$ cat src/rtl/ring_dma_pkg.sv
package ring_dma_pkg;
  typedef enum logic [1:0] {
    ST_IDLE     = 2'd0,
    ST_FETCH    = 2'd1,
    ST_WAIT_SRC = 2'd2,
    ST_WRITE    = 2'd3
  } dma_state_t;

  // Field positions inside a descriptor (word index)
  localparam int unsigned FLD_DST  = 0;
  localparam int unsigned FLD_SRC  = 1;
  localparam int unsigned FLD_SIZE = 2;
  localparam int unsigned FLD_NEXT = 3;

  // Next-pointer flag carrying the per-descriptor interrupt request
  localparam int unsigned FLAG_IRQ_BIT    = 2;
  // Descriptors sit on 16-byte boundaries
  localparam int unsigned DESC_ALIGN_BITS = 4;
endpackage

$ cat src/rtl/ring_dma_rst_sync.sv
module ring_dma_rst_sync (
  input  logic clk,
  input  logic rst_n,
  output logic rst_sync_n
);
  logic [1:0] sync_q;

  always_ff @(posedge clk or negedge rst_n) begin
    if (!rst_n) sync_q <= 2'b00;
    else        sync_q <= {sync_q[0], 1'b1};
  end

  assign rst_sync_n = sync_q[1];
endmodule

$ cat src/rtl/ring_dma_size_norm.sv
module ring_dma_size_norm #(
  parameter int unsigned SIZE_W    = 32,
  parameter int unsigned MAX_BYTES = 65536,
  parameter int unsigned CNT_W     = $clog2(MAX_BYTES) + 1
) (
  input  logic [SIZE_W-1:0] raw_bytes,
  output logic [CNT_W-1:0]  eff_bytes,
  output logic              eff_zero
);
  localparam logic [SIZE_W-1:0] CAP = SIZE_W'(MAX_BYTES);

  logic [SIZE_W-1:0] capped;

  always_comb begin
    capped      = (raw_bytes > CAP) ? CAP : raw_bytes;
    capped[1:0] = 2'b00;
  end

  assign eff_bytes = capped[CNT_W-1:0];
  assign eff_zero  = (capped == '0);
endmodule

$ cat src/rtl/ring_dma_ctl.sv
module ring_dma_ctl
  import ring_dma_pkg::*;
(
  input  logic                       clk,
  input  logic                       rst_n,
  input  logic                       ctl_wr,
  input  logic                       ctl_enable,
  input  logic                       ctl_start,
  input  logic                       ctl_irq_clr,
  input  logic [DESC_ALIGN_BITS-1:0] ptr_low,
  input  logic                       abort,
  input  logic                       idle,
  input  logic                       tc_irq,
  output logic                       start_req,
  output logic                       stop_req,
  output logic                       irq
);
  logic irq_q, irq_d;
  logic abort_q, abort_d;
  logic irq_en, abort_en;

  assign start_req = ctl_wr && ctl_enable && ctl_start && ctl_irq_clr &&
                     idle && (ptr_low == '0);
  assign stop_req  = abort_q || abort;
  assign irq       = irq_q;

  always_comb begin
    irq_en = tc_irq || (ctl_wr && ctl_irq_clr);
    irq_d  = tc_irq;  // completion has priority over a clear
    abort_en = idle ? abort_q : abort;
    abort_d  = !idle;
  end

  always_ff @(posedge clk or negedge rst_n) begin
    if (!rst_n) begin
      irq_q   <= 1'b0;
      abort_q <= 1'b0;
    end else begin
      if (irq_en)   irq_q   <= irq_d;
      if (abort_en) abort_q <= abort_d;
    end
  end

  // the interrupt flag holds until a clear arrives
  assert_irq_sticky_R9: assert property (@(posedge clk) disable iff (!rst_n)
    irq_q && !(ctl_wr && ctl_irq_clr) |=> irq_q);

  // a clear without a simultaneous completion drops the flag
  assert_irq_clear_R10: assert property (@(posedge clk) disable iff (!rst_n)
    ctl_wr && ctl_irq_clr && !tc_irq |=> !irq_q);

  // a completion always leaves the flag set
  assert_irq_set_R9: assert property (@(posedge clk) disable iff (!rst_n)
    tc_irq |=> irq_q);
endmodule

$ cat src/rtl/ring_dma_seq.sv
module ring_dma_seq
  import ring_dma_pkg::*;
#(
  parameter int unsigned AW        = 32,
  parameter int unsigned DW        = 32,
  parameter int unsigned MAX_BYTES = 65536,
  parameter int unsigned CNT_W     = $clog2(MAX_BYTES) + 1
) (
  input  logic          clk,
  input  logic          rst_n,
  input  logic          start_req,
  input  logic [AW-1:0] start_ptr,
  input  logic          stop_req,
  output logic          mem_req,
  output logic          mem_we,
  output logic [AW-1:0] mem_addr,
  output logic [DW-1:0] mem_wdata,
  input  logic [DW-1:0] mem_rdata,
  input  logic          mem_ack,
  input  logic          src_ready,
  input  logic [DW-1:0] src_data,
  output logic          src_pop,
  output logic [AW-1:0] src_addr,
  output logic [AW-1:0] cur_dst,
  output logic          idle,
  output logic          tc_irq
);
  localparam int unsigned WORD_BYTES = DW / 8;
  localparam logic [AW-1:0]    ADDR_STEP = AW'(WORD_BYTES);
  localparam logic [CNT_W-1:0] CNT_STEP  = CNT_W'(WORD_BYTES);

  dma_state_t     state_q, state_d;
  logic [1:0]     idx_q, idx_d;
  logic [AW-1:0]  base_q, base_d;
  logic [AW-1:0]  dst_q, dst_d;
  logic [AW-1:0]  srcf_q, srcf_d;
  logic [CNT_W-1:0] left_q, left_d;
  logic [AW-1:0]  next_q, next_d;
  logic           irqf_q, irqf_d;
  logic [DW-1:0]  word_q, word_d;

  logic             ctrl_en, base_en, dst_en, srcf_en, left_en, next_en, word_en;
  logic [CNT_W-1:0] norm_bytes;
  logic             norm_zero;
  logic             fetch_done, word_done, last_word;

  ring_dma_size_norm #(
    .SIZE_W   (DW),
    .MAX_BYTES(MAX_BYTES),
    .CNT_W    (CNT_W)
  ) u_norm (
    .raw_bytes(mem_rdata),
    .eff_bytes(norm_bytes),
    .eff_zero (norm_zero)
  );

  assign fetch_done = (state_q == ST_FETCH) && mem_ack;
  assign word_done  = (state_q == ST_WRITE) && mem_ack;
  assign last_word  = (left_q == CNT_STEP);

  // Bus and source strobes
  always_comb begin
    mem_req   = 1'b0;
    mem_we    = 1'b0;
    mem_addr  = dst_q;
    mem_wdata = word_q;
    src_pop   = 1'b0;
    unique case (state_q)
      ST_FETCH: begin
        mem_req  = 1'b1;
        mem_addr = base_q + AW'({idx_q, 2'b00});
      end
      ST_WAIT_SRC: src_pop = src_ready && !stop_req;
      ST_WRITE: begin
        mem_req = 1'b1;
        mem_we  = 1'b1;
      end
      default: ;
    endcase
  end

  // Next-state logic
  always_comb begin
    state_d = state_q;
    idx_d   = idx_q;
    tc_irq  = 1'b0;
    unique case (state_q)
      ST_IDLE: if (start_req) begin
        idx_d   = 2'd0;
        state_d = ST_FETCH;
      end
      ST_FETCH: if (mem_ack) begin
        if (idx_q == 2'(FLD_NEXT)) begin
          // left_q already holds the normalised count
          state_d = (stop_req || left_q == '0) ? ST_IDLE : ST_WAIT_SRC;
        end else begin
          idx_d   = idx_q + 2'd1;
          state_d = stop_req ? ST_IDLE : ST_FETCH;
        end
      end
      ST_WAIT_SRC: begin
        if (stop_req)       state_d = ST_IDLE;
        else if (src_ready) state_d = ST_WRITE;
      end
      ST_WRITE: if (mem_ack) begin
        if (last_word) begin
          tc_irq  = irqf_q;
          idx_d   = 2'd0;
          state_d = stop_req ? ST_IDLE : ST_FETCH;
        end else begin
          state_d = stop_req ? ST_IDLE : ST_WAIT_SRC;
        end
      end
      default: state_d = ST_IDLE;
    endcase
  end

  // Datapath next values and clock enables
  always_comb begin
    ctrl_en = 1'b1;
    base_en = (state_q == ST_IDLE && start_req) || (word_done && last_word);
    base_d  = (state_q == ST_IDLE) ? start_ptr : next_q;
    dst_en  = (fetch_done && idx_q == 2'(FLD_DST)) || word_done;
    dst_d   = (state_q == ST_FETCH) ? AW'(mem_rdata) : dst_q + ADDR_STEP;
    srcf_en = fetch_done && idx_q == 2'(FLD_SRC);
    srcf_d  = AW'(mem_rdata);
    left_en = (fetch_done && idx_q == 2'(FLD_SIZE)) || word_done;
    left_d  = (state_q == ST_FETCH) ? norm_bytes : left_q - CNT_STEP;
    next_en = fetch_done && idx_q == 2'(FLD_NEXT);
    next_d  = {mem_rdata[AW-1:DESC_ALIGN_BITS], DESC_ALIGN_BITS'(0)};
    irqf_d  = mem_rdata[FLAG_IRQ_BIT];
    word_en = src_pop;
    word_d  = src_data;
  end

  always_ff @(posedge clk or negedge rst_n) begin
    if (!rst_n) begin
      state_q <= ST_IDLE;
      idx_q   <= 2'd0;
      base_q  <= '0;
      dst_q   <= '0;
      srcf_q  <= '0;
      left_q  <= '0;
      next_q  <= '0;
      irqf_q  <= 1'b0;
      word_q  <= '0;
    end else begin
      if (ctrl_en) begin
        state_q <= state_d;
        idx_q   <= idx_d;
      end
      if (base_en) base_q <= base_d;
      if (dst_en)  dst_q  <= dst_d;
      if (srcf_en) srcf_q <= srcf_d;
      if (left_en) left_q <= left_d;
      if (next_en) begin
        next_q <= next_d;
        irqf_q <= irqf_d;
      end
      if (word_en) word_q <= word_d;
    end
  end

  assign src_addr = srcf_q;
  assign cur_dst  = dst_q;
  assign idle     = (state_q == ST_IDLE);

  // a request is held steady until acknowledged
  assert_bus_hold_R7: assert property (@(posedge clk) disable iff (!rst_n)
    mem_req && !mem_ack |=> mem_req && $stable(mem_addr) && $stable(mem_we) &&
                            $stable(mem_wdata));

  // demand mode, no pop without data
  assert_pop_ready_R5: assert property (@(posedge clk) disable iff (!rst_n)
    src_pop |-> src_ready);

  // destination advances one word per completed write
  assert_dst_step_R5: assert property (@(posedge clk) disable iff (!rst_n)
    mem_req && mem_we && mem_ack |=> cur_dst == $past(cur_dst) + ADDR_STEP);

  // source address is fixed while words are moving
  assert_src_fixed_R6: assert property (@(posedge clk) disable iff (!rst_n)
    src_pop |=> $stable(src_addr));

  // stop request while waiting for data ends the run
  assert_abort_idle_R11: assert property (@(posedge clk) disable iff (!rst_n)
    stop_req && state_q == ST_WAIT_SRC |=> state_q == ST_IDLE && !mem_req);
endmodule

$ cat src/rtl/ring_dma_engine.sv
module ring_dma_engine
  import ring_dma_pkg::*;
#(
  parameter int unsigned AW        = 32,
  parameter int unsigned DW        = 32,
  parameter int unsigned MAX_BYTES = 65536
) (
  input  logic          clk,
  input  logic          rst_n,
  input  logic          ctl_wr,
  input  logic          ctl_enable,
  input  logic          ctl_start,
  input  logic          ctl_irq_clr,
  input  logic [AW-1:0] ctl_ptr,
  input  logic          abort,
  output logic          mem_req,
  output logic          mem_we,
  output logic [AW-1:0] mem_addr,
  output logic [DW-1:0] mem_wdata,
  input  logic [DW-1:0] mem_rdata,
  input  logic          mem_ack,
  input  logic          src_ready,
  input  logic [DW-1:0] src_data,
  output logic          src_pop,
  output logic [AW-1:0] src_addr,
  output logic [AW-1:0] cur_dst,
  output logic          busy,
  output logic          irq
);
  localparam int unsigned CNT_W = $clog2(MAX_BYTES) + 1;

  logic rst_sync_n;
  logic start_req, stop_req, idle, tc_irq;

  ring_dma_rst_sync u_rst (
    .clk       (clk),
    .rst_n     (rst_n),
    .rst_sync_n(rst_sync_n)
  );

  ring_dma_ctl u_ctl (
    .clk        (clk),
    .rst_n      (rst_sync_n),
    .ctl_wr     (ctl_wr),
    .ctl_enable (ctl_enable),
    .ctl_start  (ctl_start),
    .ctl_irq_clr(ctl_irq_clr),
    .ptr_low    (ctl_ptr[DESC_ALIGN_BITS-1:0]),
    .abort      (abort),
    .idle       (idle),
    .tc_irq     (tc_irq),
    .start_req  (start_req),
    .stop_req   (stop_req),
    .irq        (irq)
  );

  ring_dma_seq #(
    .AW       (AW),
    .DW       (DW),
    .MAX_BYTES(MAX_BYTES),
    .CNT_W    (CNT_W)
  ) u_seq (
    .clk      (clk),
    .rst_n    (rst_sync_n),
    .start_req(start_req),
    .start_ptr(ctl_ptr),
    .stop_req (stop_req),
    .mem_req  (mem_req),
    .mem_we   (mem_we),
    .mem_addr (mem_addr),
    .mem_wdata(mem_wdata),
    .mem_rdata(mem_rdata),
    .mem_ack  (mem_ack),
    .src_ready(src_ready),
    .src_data (src_data),
    .src_pop  (src_pop),
    .src_addr (src_addr),
    .cur_dst  (cur_dst),
    .idle     (idle),
    .tc_irq   (tc_irq)
  );

  assign busy = !idle;

  // the engine only leaves idle on a complete, aligned start write
  assert_start_gate_R2: assert property (@(posedge clk) disable iff (!rst_sync_n)
    $rose(busy) |-> $past(ctl_wr && ctl_enable && ctl_start && ctl_irq_clr &&
                          ctl_ptr[DESC_ALIGN_BITS-1:0] == '0));
endmodule

$ cat config.mk
export PLATFORM = sky130hd
export DESIGN_NAME = ring_dma_engine
export DESIGN_NICKNAME = d
export VERILOG_FILES = /design/src/rtl/ring_dma_pkg.sv /design/src/rtl/ring_dma_rst_sync.sv /design/src/rtl/ring_dma_size_norm.sv /design/src/rtl/ring_dma_ctl.sv /design/src/rtl/ring_dma_seq.sv /design/src/rtl/ring_dma_engine.sv
export SDC_FILE = /design/constraint.sdc
export NUM_CORES = 1
export LEC_CHECK = 0
export BUFFER_PORTS_ARGS = -buffer_cell sky130_fd_sc_hd__buf_4
export CAP_MARGIN = 10
export CELL_PAD_IN_SITES_DETAIL_PLACEMENT = 1
export CELL_PAD_IN_SITES_GLOBAL_PLACEMENT = 1
export CORE_AREA = 4 4 151 168
export DETAILED_ROUTE_END_ITERATION = 8
export DIE_AREA = 0 0 155 172
export PLACE_DENSITY_LB_ADDON = 0.3
export REMOVE_ABC_BUFFERS = 1
export SLEW_MARGIN = 0
export SYNTH_ARGS = -nofsm -noshare
export SYNTH_HDL_FRONTEND = slang
export SYNTH_SLANG_ARGS = --single-unit
$ cat constraint.sdc
create_clock -name clk -period 5.95 [get_ports clk]
set_input_delay 0.595 -clock clk [delete_from_list [all_inputs] [get_ports clk]]
set_output_delay 0.595 -clock clk [all_outputs]
set_load 0.005 [all_outputs]
# After elaboration in Yosys (flattened, before gate mapping)
# Cells that the tools add are included.
# classes
order_cmp	1
n_reduce_logical	31
n_mux	29
n_addsub	4
eq_ne	13
# op_table
op	count
two-way mux 32 bit	3
two-way mux 17 bit	2
adder 32 x 3 -> 32 bit, second input constant	1
adder 32 x 4 -> 32 bit	1
> comparator 32 x 17 -> 1 bit, second input constant	1
two-way mux 2 bit	14
equality test 17 x 3 -> 1 bit, second input constant	1
zero test 17 bit	1
subtractor 17 x 3 -> 17 bit, second input constant	1
logical AND 1 bit	15
equality test 2 bit, second input constant	4
two-way mux 1 bit	8
one-hot mux 2 bit (4 select lines)	1
logical OR 1 bit	6
inequality test 2 bit, second input constant	3
one-hot mux 2 bit (3 select lines)	1
AND reduction 6 bit	1
equality test 2 x 1 -> 1 bit, second input constant	2
zero test 2 bit	2
zero test 4 bit	1
inequality test 2 x 1 -> 1 bit, second input constant	2
AND reduction 4 bit	1
inequality test 3 x 2 -> 1 bit, second input constant	1
nonzero test 3 bit	1
3 further kinds	4
# word_totals
out_inout_bits	133
ff_bits	182
elab_cells	90
input_bits	105

# Depth between registers and ports, before layout
# Gate-level depths: netlist of the first run.
# depth
ltp_word	7
ltp_mapped	9
ltp_nobuf	7

# By module
# From an unflattened synthesis of the first run, not the netlist that was laid out.
# unflattened
cells_unflattened	915
area_unflattened_um2	9521.6
# by_module_without_submodules
module	cells_per_inst	area_per_inst_um2	n_inst	seq_area_each_um2
ring_dma_seq	869	9120.0	1	4454.3
ring_dma_size_norm	33	244.0	1	0.0
ring_dma_ctl	9	100.1	1	50.0
ring_dma_rst_sync	3	53.8	1	50.0
ring_dma_engine	1	3.8	1	0.0

# Least setup slack after synthesis of the first run
# No wires, ideal clock.
# synth_path
kind	flip-flop to output port
from	register u_seq.idx_q[0]
to	output mem_addr[24]
n_path_buf	1
required_ns	5.355
arrival_time_ns	2.568
path_slack_ns	2.787
path_stages_with_launch	9
cell_sequence	dfrtp_1 -> ha_1 -> inv_1 -> fa_1 -> nand3b_1 -> or4_1 -> buf_2 -> or4_1 -> a31oi_1
# synth_between
elab_chain_cells	2
# synth_lines
item	line_no	rtl
start: declaration	ring_dma_seq.sv:33	logic [1:0] idx_q, idx_d;
start signal: assignment	ring_dma_seq.sv:150	idx_q <= idx_d;
adder 32 x 4 -> 32 bit	ring_dma_seq.sv:71	mem_addr = base_q + AW'({idx_q, 2'b00});
two-way mux 32 bit	ring_dma_seq.sv:68	unique case (state_q)
end: declaration	ring_dma_engine.sv:18	output logic [AW-1:0] mem_addr,
# Every way passes these cells.

# Worst setup path in the final report of the first run
# layout_path
from	register u_seq.idx_q[0]
to	output mem_addr[30]
# Same word-level chain as after synthesis.

==> impl_metrics.json, run 1 <==
{
  "status": "finished, final reports clean",
  "die_w_um": 155,
  "postSynthAreaPerCell_sq_um": 10.5,
  "period_needed_ns": 4.26,
  "grt_pass1_vias": 8804,
  "finalCritPeriodShare_pct": 71.7,
  "synth_edf_count": 0,
  "via_per_inst": 5.94,
  "grt-ovfl-total": 0,
  "tightestPinTransition_ns": 1.20,
  "pwr_density_cell_mw_per_mm2": 225,
  "ir_worst_vdd_uv": 177,
  "seqPwrFrac_pct": 48.0,
  "cts.sinks": 180,
  "crit_family": "simple AND/OR/NAND/NOR gates",
  "grt_pass1_wl_mm": 50.9,
  "fp-row-count": 59,
  "cts_buffers": 17,
  "cpMaxStageDelayCell": "or4_1",
  "stdcell_area_sq_mm": 0.0122,
  "clockBufferDepth": 2,
  "crit_arrival_ns": 3.67,
  "p_int_uw": 1980,
  "ys_ff_latch": 180,
  "ios": 238,
  "core_area_sq_mm": 0.0235,
  "syn2layout_area_growth_pct": 27.9,
  "setup.worst_path.class": "reg -> out",
  "die_h_um": 172,
  "fin_nets": 1233,
  "synth_top_area_share_pct": 47.1,
  "cts_tree": "yes",
  "reg2reg_depth": 3,
  "synthCells": 907,
  "synth.lib_cells_used.distinct": 65,
  "async_flop_share_pct": 100,
  "clk_latency_ns": 0.44,
  "critPathBufInv": 2,
  "seq_area_frac_synth_pct": 47.1,
  "antenna_found_initial": 0,
  "max_stage_delay_ns": 0.84,
  "min-delay-start": "u_rst.sync_q[0]",
  "fin_tns_setup_ns": 0,
  "clk_pin_slew_ns": 0.08,
  "syn_area_sq_mm": 0.00956,
  "final_common_cell": "buf_4",
  "ys_top_cells_by_area": "dfrtp_1 (47%), mux2_2 (17%), nor2_1 (2.4%), nand2_1 (2.2%), nand3_1 (1.8%)",
  "whs_ns": 0.359,
  "max_slew_margin_pct": 19.9,
  "comb_power_share_pct": 10.2,
  "h-tree-depth": 4,
  "rsz0062_at_grt": "no",
  "diodes": 0,
  "dr_total_vias": 8526,
  "fmax_mhz": 235,
  "drt_iter0_markers": 499,
  "final_cell_mix": "buf_4 (244), dfrtp_1 (179), mux2_2 (145), nor2_1 (59), nand2_1 (57)",
  "cp_common_cell": "or4_1",
  "worstSetupStartpointType": "flop",
  "power_frac_clock_pct": 41.7,
  "placed_area_sq_mm": 0.0116,
  "hold_end": "u_rst.sync_q[1]",
  "die-area_sq_mm": 0.0267,
  "grt_max_degree": 106,
  "max_cap_violations": 0,
  "routabilityCongestion": 0.883,
  "gr-usage-all-layers_pct": 24.3,
  "critPathMaxFanout": 15,
  "dr.pass1.iters": 5,
  "cts-root-buf": "clkbuf_16",
  "power_leakage_uw": 0.00579,
  "hold_depth": 0,
  "wl_per_cell_um": 23.0,
  "path_cells": "ha_1, inv_1, fa_1, nand3b_1, or4_1, or4_1, a31oi_1, buf_4",
  "post-dp-hpwl_mm": 23.2,
  "cts_setup_buffers": 0,
  "ant_nets": 0,
  "r2r-end": "u_seq.src_addr[30]",
  "drcViolationCount": 0,
  "synth_top_flop_cell": "dfrtp_1",
  "post_route_cells_drive_above_1_share_pct": 38.4,
  "required_ns": 5.36,
  "start_util_pct": 40.6,
  "swShare_pct": 27.9,
  "slew_violations": 0,
  "r2r_start": "u_seq.state_q[0]",
  "synth_top_cell_by_area": "dfrtp_1",
  "r2r_slack_ns": 2.68,
  "fin_util_pct": 51.9,
  "drt_wl_total_mm": 32.9,
  "skew_ns": 0.0133,
  "switchingPower_uw": 767,
  "end_kind": "primary output",
  "final_hold_viol_count": 0,
  "yosysWarnings": 0,
  "min_path_type": "reg -> reg",
  "setup_viol": 0,
  "place.port_buffers": 237
}
## area by class of cell
cell class / instances / area (sq um)
clock buffer: 18 / 439
clock inverter: 14 / 159
fill: 2575 / 11300
inverter: 22 / 82.6
multi-input combinational: 650 / 4790
sequential: 180 / 4510
tap: 305 / 382
timing repair buffer: 246 / 1860
## synthesized netlist by cell type, types with 5 or more instances
master and number:
a21oi_1 28, a31oi_1 25, and2_1 7, and3_1 9, buf_1 10, buf_2 6
clkbuf_1 38, dfrtp_1 180, ha_1 10, inv_1 22, mux2_2 145, mux2i_1 9
nand2_1 57, nand3_1 35, nand4_1 28, nor2_1 61, nor3_1 27, nor4_1 21
o21a_1 5, o21ai_0 32, o22ai_1 11, o2bb2ai_1 5, o311a_1 5, o31ai_1 9
o41ai_1 5, or3_1 14, or4_1 10, xnor2_1 7, xor2_1 5
## per-layer routing
metal,GRT usage [%],wire length (um)
met1,31.5,13800
met2,41.6,16700
met3,5.03,1900
met4,6.41,588
met5,0,0
## worst reg2reg max path, delay by kind of cell (launching register included)
kind / cells / cell delay, ns
flops: 1 / 0.81
simple gates: 2 / 1.71
mux: 1 / 0.64
## metrics by stage
| stage | std cells | setup slack, ns | total power, uW |
|---|---|---|---|
| 5_1_grt | 1435 | 1.50 | 2870 |
| 2_1_floorplan | 852 | 0.563 | 1450 |
| 3_5_place_dp | 1402 | 2.17 | 1620 |
| 6_report | 1435 | 1.69 | 2750 |
| 3_3_place_gp | 1402 | 2.24 | 1610 |
| 4_1_cts | 1435 | 1.67 | 2780 |
## state kept, by name, indices dropped and copies added (netlist names)
name,flops
u_ctl.abort_q,1
u_ctl.irq,1
u_rst.sync_q,2
u_seq.base_q,32
u_seq.cur_dst,32
u_seq.idx_q,2
u_seq.irqf_q,1
u_seq.left_q,15
u_seq.mem_wdata,32
u_seq.next_q,28
u_seq.src_addr,32
u_seq.state_q,2
## timing repair
action / CTS / global route
endpoints found under the hold margin: 2 / 0
gates resized for setup: 0 / 0
hold buffers: 1 / 0
## logic make-up (layout without fill, tap and decap cells)
logic type / count (synthesis) / after routing / synth area share (%)
compound gates: 178 / 178 / 13.0
xor+xnor: 12 / 12 / 1.10
fa+ha+maj: 11 / 11 / 1.52
buf+inv: 77 / 300 / 3.14
flops: 180 / 180 / 47.1
mux: 154 / 154 / 18.0
other cells: 1 / 1 / 0.0392
simple gates: 294 / 294 / 16.1
## power by group through the flow
stage	Clock (uW)	Sequential, uW	Combinational, uW
after floorplan	0	1340	111
after global placement	0	1340	272
after detailed placement	0	1340	279
after CTS	1170	1320	283
after global routing	1230	1330	309
final	1150	1320	281
## worst max path at each step
stage               depth (start not counted)             to       startpoint
floorplan                                   0  u_ctl.abort_q  u_rst.sync_q[1]
global placement                            8   mem_addr[30]   u_seq.idx_q[0]
detailed placement                          8   mem_addr[30]   u_seq.idx_q[0]
CTS                                         8   mem_addr[30]   u_seq.idx_q[0]
global route                                8   mem_addr[30]   u_seq.idx_q[0]
finish                                      8   mem_addr[30]   u_seq.idx_q[0]
Power figures use the tool's default switching activity.
==> run 2, diff against run 1 <==
--- a/config.mk
+++ b/config.mk
@@ -5,13 +5,14 @@
 export SDC_FILE = /design/constraint.sdc
 export NUM_CORES = 1
 export LEC_CHECK = 0
+export ABC_AREA = 1
 export BUFFER_PORTS_ARGS = -buffer_cell sky130_fd_sc_hd__buf_4
 export CAP_MARGIN = 10
 export CELL_PAD_IN_SITES_DETAIL_PLACEMENT = 1
 export CELL_PAD_IN_SITES_GLOBAL_PLACEMENT = 1
-export CORE_AREA = 4 4 151 168
+export CORE_AREA = 4 4 167 185
 export DETAILED_ROUTE_END_ITERATION = 8
-export DIE_AREA = 0 0 155 172
+export DIE_AREA = 0 0 171 189
 export PLACE_DENSITY_LB_ADDON = 0.3
 export REMOVE_ABC_BUFFERS = 1
 export SLEW_MARGIN = 0
==> constraint.sdc (replaced) <==
create_clock -name clk -period 3.7 [get_ports clk]
set_input_delay 0.37 -clock clk [delete_from_list [all_inputs] [get_ports clk]]
set_output_delay 0.37 -clock clk [all_outputs]
set_load 0.005 [all_outputs]
==> impl_metrics.json, run 2 <==
{
  "switchingPower_uw": 4210,
  "min_path_type": "in -> reg",
  "swShare_pct": 44.4,
  "ant_nets": 0,
  "max_cap_violations": 0,
  "crit_arrival_ns": 2.96,
  "grt_max_degree": 82,
  "worstSetupStartpointType": "flop",
  "rsz0062_at_grt": "no",
  "post_route_cells_drive_above_1_share_pct": 18.1,
  "tightestPinTransition_ns": 0.807,
  "end_kind": "primary output",
  "syn_area_sq_mm": 0.0101,
  "antenna_found_initial": 0,
  "synth_top_area_share_pct": 44.7,
  "hold_end": "u_seq.mem_wdata[8]",
  "drt_iter0_markers": 681,
  "wl_per_cell_um": 18.4,
  "h-tree-depth": 4,
  "path_cells": "ha_1, inv_1, fa_1, nor2_1, nand2_1, nor2_2, nand2_1, nor2_1, nand2_1, nand2_1, nand3_1, nand2_1, buf_4",
  "seq_area_frac_synth_pct": 44.7,
  "ys_top_cells_by_area": "dfrtp_1 (45%), nand2_1 (20%), nor2_1 (7.3%), inv_1 (5.2%), o21ai_0 (4.3%)",
  "gr-usage-all-layers_pct": 23.6,
  "dr_total_vias": 10300,
  "cpMaxStageDelayCell": "dfrtp_1",
  "slew_violations": 0,
  "synth_common_cells": "nand2_1 (529), nor2_1 (195), dfrtp_1 (180)",
  "die_h_um": 189,
  "synth_top_cell_by_area": "dfrtp_1",
  "cts-root-buf": "clkbuf_16",
  "diodes": 0,
  "fp-row-count": 66,
  "r2r-end": "u_seq.base_q[18]",
  "reg2reg_depth": 6,
  "comb_power_share_pct": 47.1,
  "max_stage_delay_ns": 0.43,
  "drt_wl_total_mm": 37.9,
  "skew_ns": 0.0140,
  "synth_edf_count": 0,
  "setup.worst_path.class": "reg -> out",
  "cts_buffers": 17,
  "r2r_start": "u_seq.state_q[0]",
  "p_int_uw": 5270,
  "grt_pass1_wl_mm": 59.8,
  "final_cell_mix": "nand2_1 (528), buf_4 (247), nor2_1 (194), dfrtp_1 (179), inv_1 (140)",
  "post-dp-hpwl_mm": 29.1,
  "cts_tree": "yes",
  "power_leakage_uw": 0.00679,
  "place.port_buffers": 237,
  "r2r_slack_ns": 1.42,
  "setup_viol": 0,
  "status": "finished, final reports clean",
  "synth.lib_cells_used.distinct": 38,
  "ir_worst_vdd_uv": 313,
  "crit_family": "simple AND/OR/NAND/NOR gates",
  "yosysWarnings": 0,
  "yosys.cell_count.top_type": "nand2_1",
  "ios": 238,
  "hold_depth": 3,
  "finalPower_uw": 9480,
  "final_hold_viol_count": 0,
  "synthCells": 1452,
  "clockBufferDepth": 2,
  "final_common_cell": "nand2_1",
  "via_per_inst": 4.99,
  "grt_pass1_vias": 10800,
  "period_needed_ns": 3.33,
  "required_ns": 3.33,
  "syn2layout_area_growth_pct": 26.9,
  "async_flop_share_pct": 100,
  "power_frac_clock_pct": 19.2,
  "die_w_um": 171,
  "die-area_sq_mm": 0.0323,
  "fmax_mhz": 301,
  "post_cts_resized": 0,
  "dr.pass1.iters": 5,
  "routabilityCongestion": 0.892,
  "fin_tns_setup_ns": 0,
  "cts_setup_buffers": 0,
  "seqPwrFrac_pct": 33.6,
  "clk_latency_ns": 0.45,
  "critPathBufInv": 2,
  "max_slew_margin_pct": 46.2,
  "ys_ff_latch": 180,
  "start_util_pct": 34.5,
  "critPathMaxFanout": 5,
  "clk_pin_slew_ns": 0.08,
  "grt-ovfl-total": 0,
  "postSynthAreaPerCell_sq_um": 6.94,
  "min-delay-start": "src_data[8]",
  "core_area_sq_mm": 0.0292,
  "drcViolationCount": 0,
  "synth_top_flop_cell": "dfrtp_1",
  "finalCritPeriodShare_pct": 89.9,
  "pwr_density_cell_mw_per_mm2": 742,
  "cp_common_cell": "nand2_1",
  "cts.sinks": 180,
  "fin_nets": 1784
}
## run 2: final cells by class
cell class                 count  area [sq um]
fill                        3775         16500
multi-input combinational   1073          4750
timing repair buffer         252          1940
sequential                   180          4510
tap                          374           468
clock buffer                  19           443
clock inverter                13           128
inverter                     144           541
## run 2: worst max path at each step
stage	startpoint	endpoint	slack (ns)	cells past startpoint
4_1_cts	u_seq.idx_q[0]	mem_addr[24]	0.39	13
3_5_place_dp	u_seq.idx_q[0]	mem_addr[24]	0.88	13
3_3_place_gp	u_seq.idx_q[0]	mem_addr[18]	0.96	11
6_report	u_seq.idx_q[0]	mem_addr[24]	0.37	13
5_1_grt	u_seq.idx_q[0]	mem_addr[24]	0.12	13
2_1_floorplan	u_rst.sync_q[1]	u_ctl.abort_q	-1.69	0
## run 2: per-layer routing
metal / up-vias / part of all wire [%] / GRT usage (%)
met2: 259 / 49 / 40.4
met5: - / 0 / 0
met4: 0 / 3.1 / 8.05
li1: 5001 / - / -
met3: 54 / 5.4 / 4.55
met1: 4949 / 42 / 29.6
## run 2: kinds of logic after synthesis
group	after synthesis	synth area share, %
simple gates	852	34.1
xor+xnor	13	1.13
buf+inv	199	8.21
other cells	1	0.0372
flops	180	44.7
fa+ha+maj	11	1.44
compound gates	196	10.4
## run 2: worst min-delay path, stage by stage
cell     delay, ns
buf_4         0.07
nand2_1       0.04
nand2_1       0.05
## run 2: stage by stage
| step | hold slack (ns) | utilization [%] | area (sq um) | setup slack [ns] | instances |
|---|---|---|---|---|---|
| 2_1_floorplan | 0.0744 | - | 9790 | -1.69 | 1397 |
| 3_3_place_gp | 0.153 | 41.7 | 12200 | 0.962 | 2022 |
| 3_5_place_dp | 0.153 | 41.7 | 12200 | 0.878 | 2022 |
| 4_1_cts | 0.0975 | 43.7 | 12800 | 0.387 | 2055 |
| 5_1_grt | 0.102 | 43.7 | 12800 | 0.125 | 2055 |
| 6_report | 0.113 | 43.7 | 12800 | 0.373 | 2055 |
## run 2: timing repair
action,4_1_cts,5_1_grt
hold endpoints to repair,2,0
hold buffers,1,0
endpoints found under the setup margin,0,0
## run 2: power groups by stage
stage	clock [uW]	sequential, uW	combinational, uW
global placement	0	3190	4370
finish	1820	3190	4470
detailed placement	0	3220	4480
global route	1940	3300	5030
CTS	1850	3190	4510
floorplan	0	3110	2360
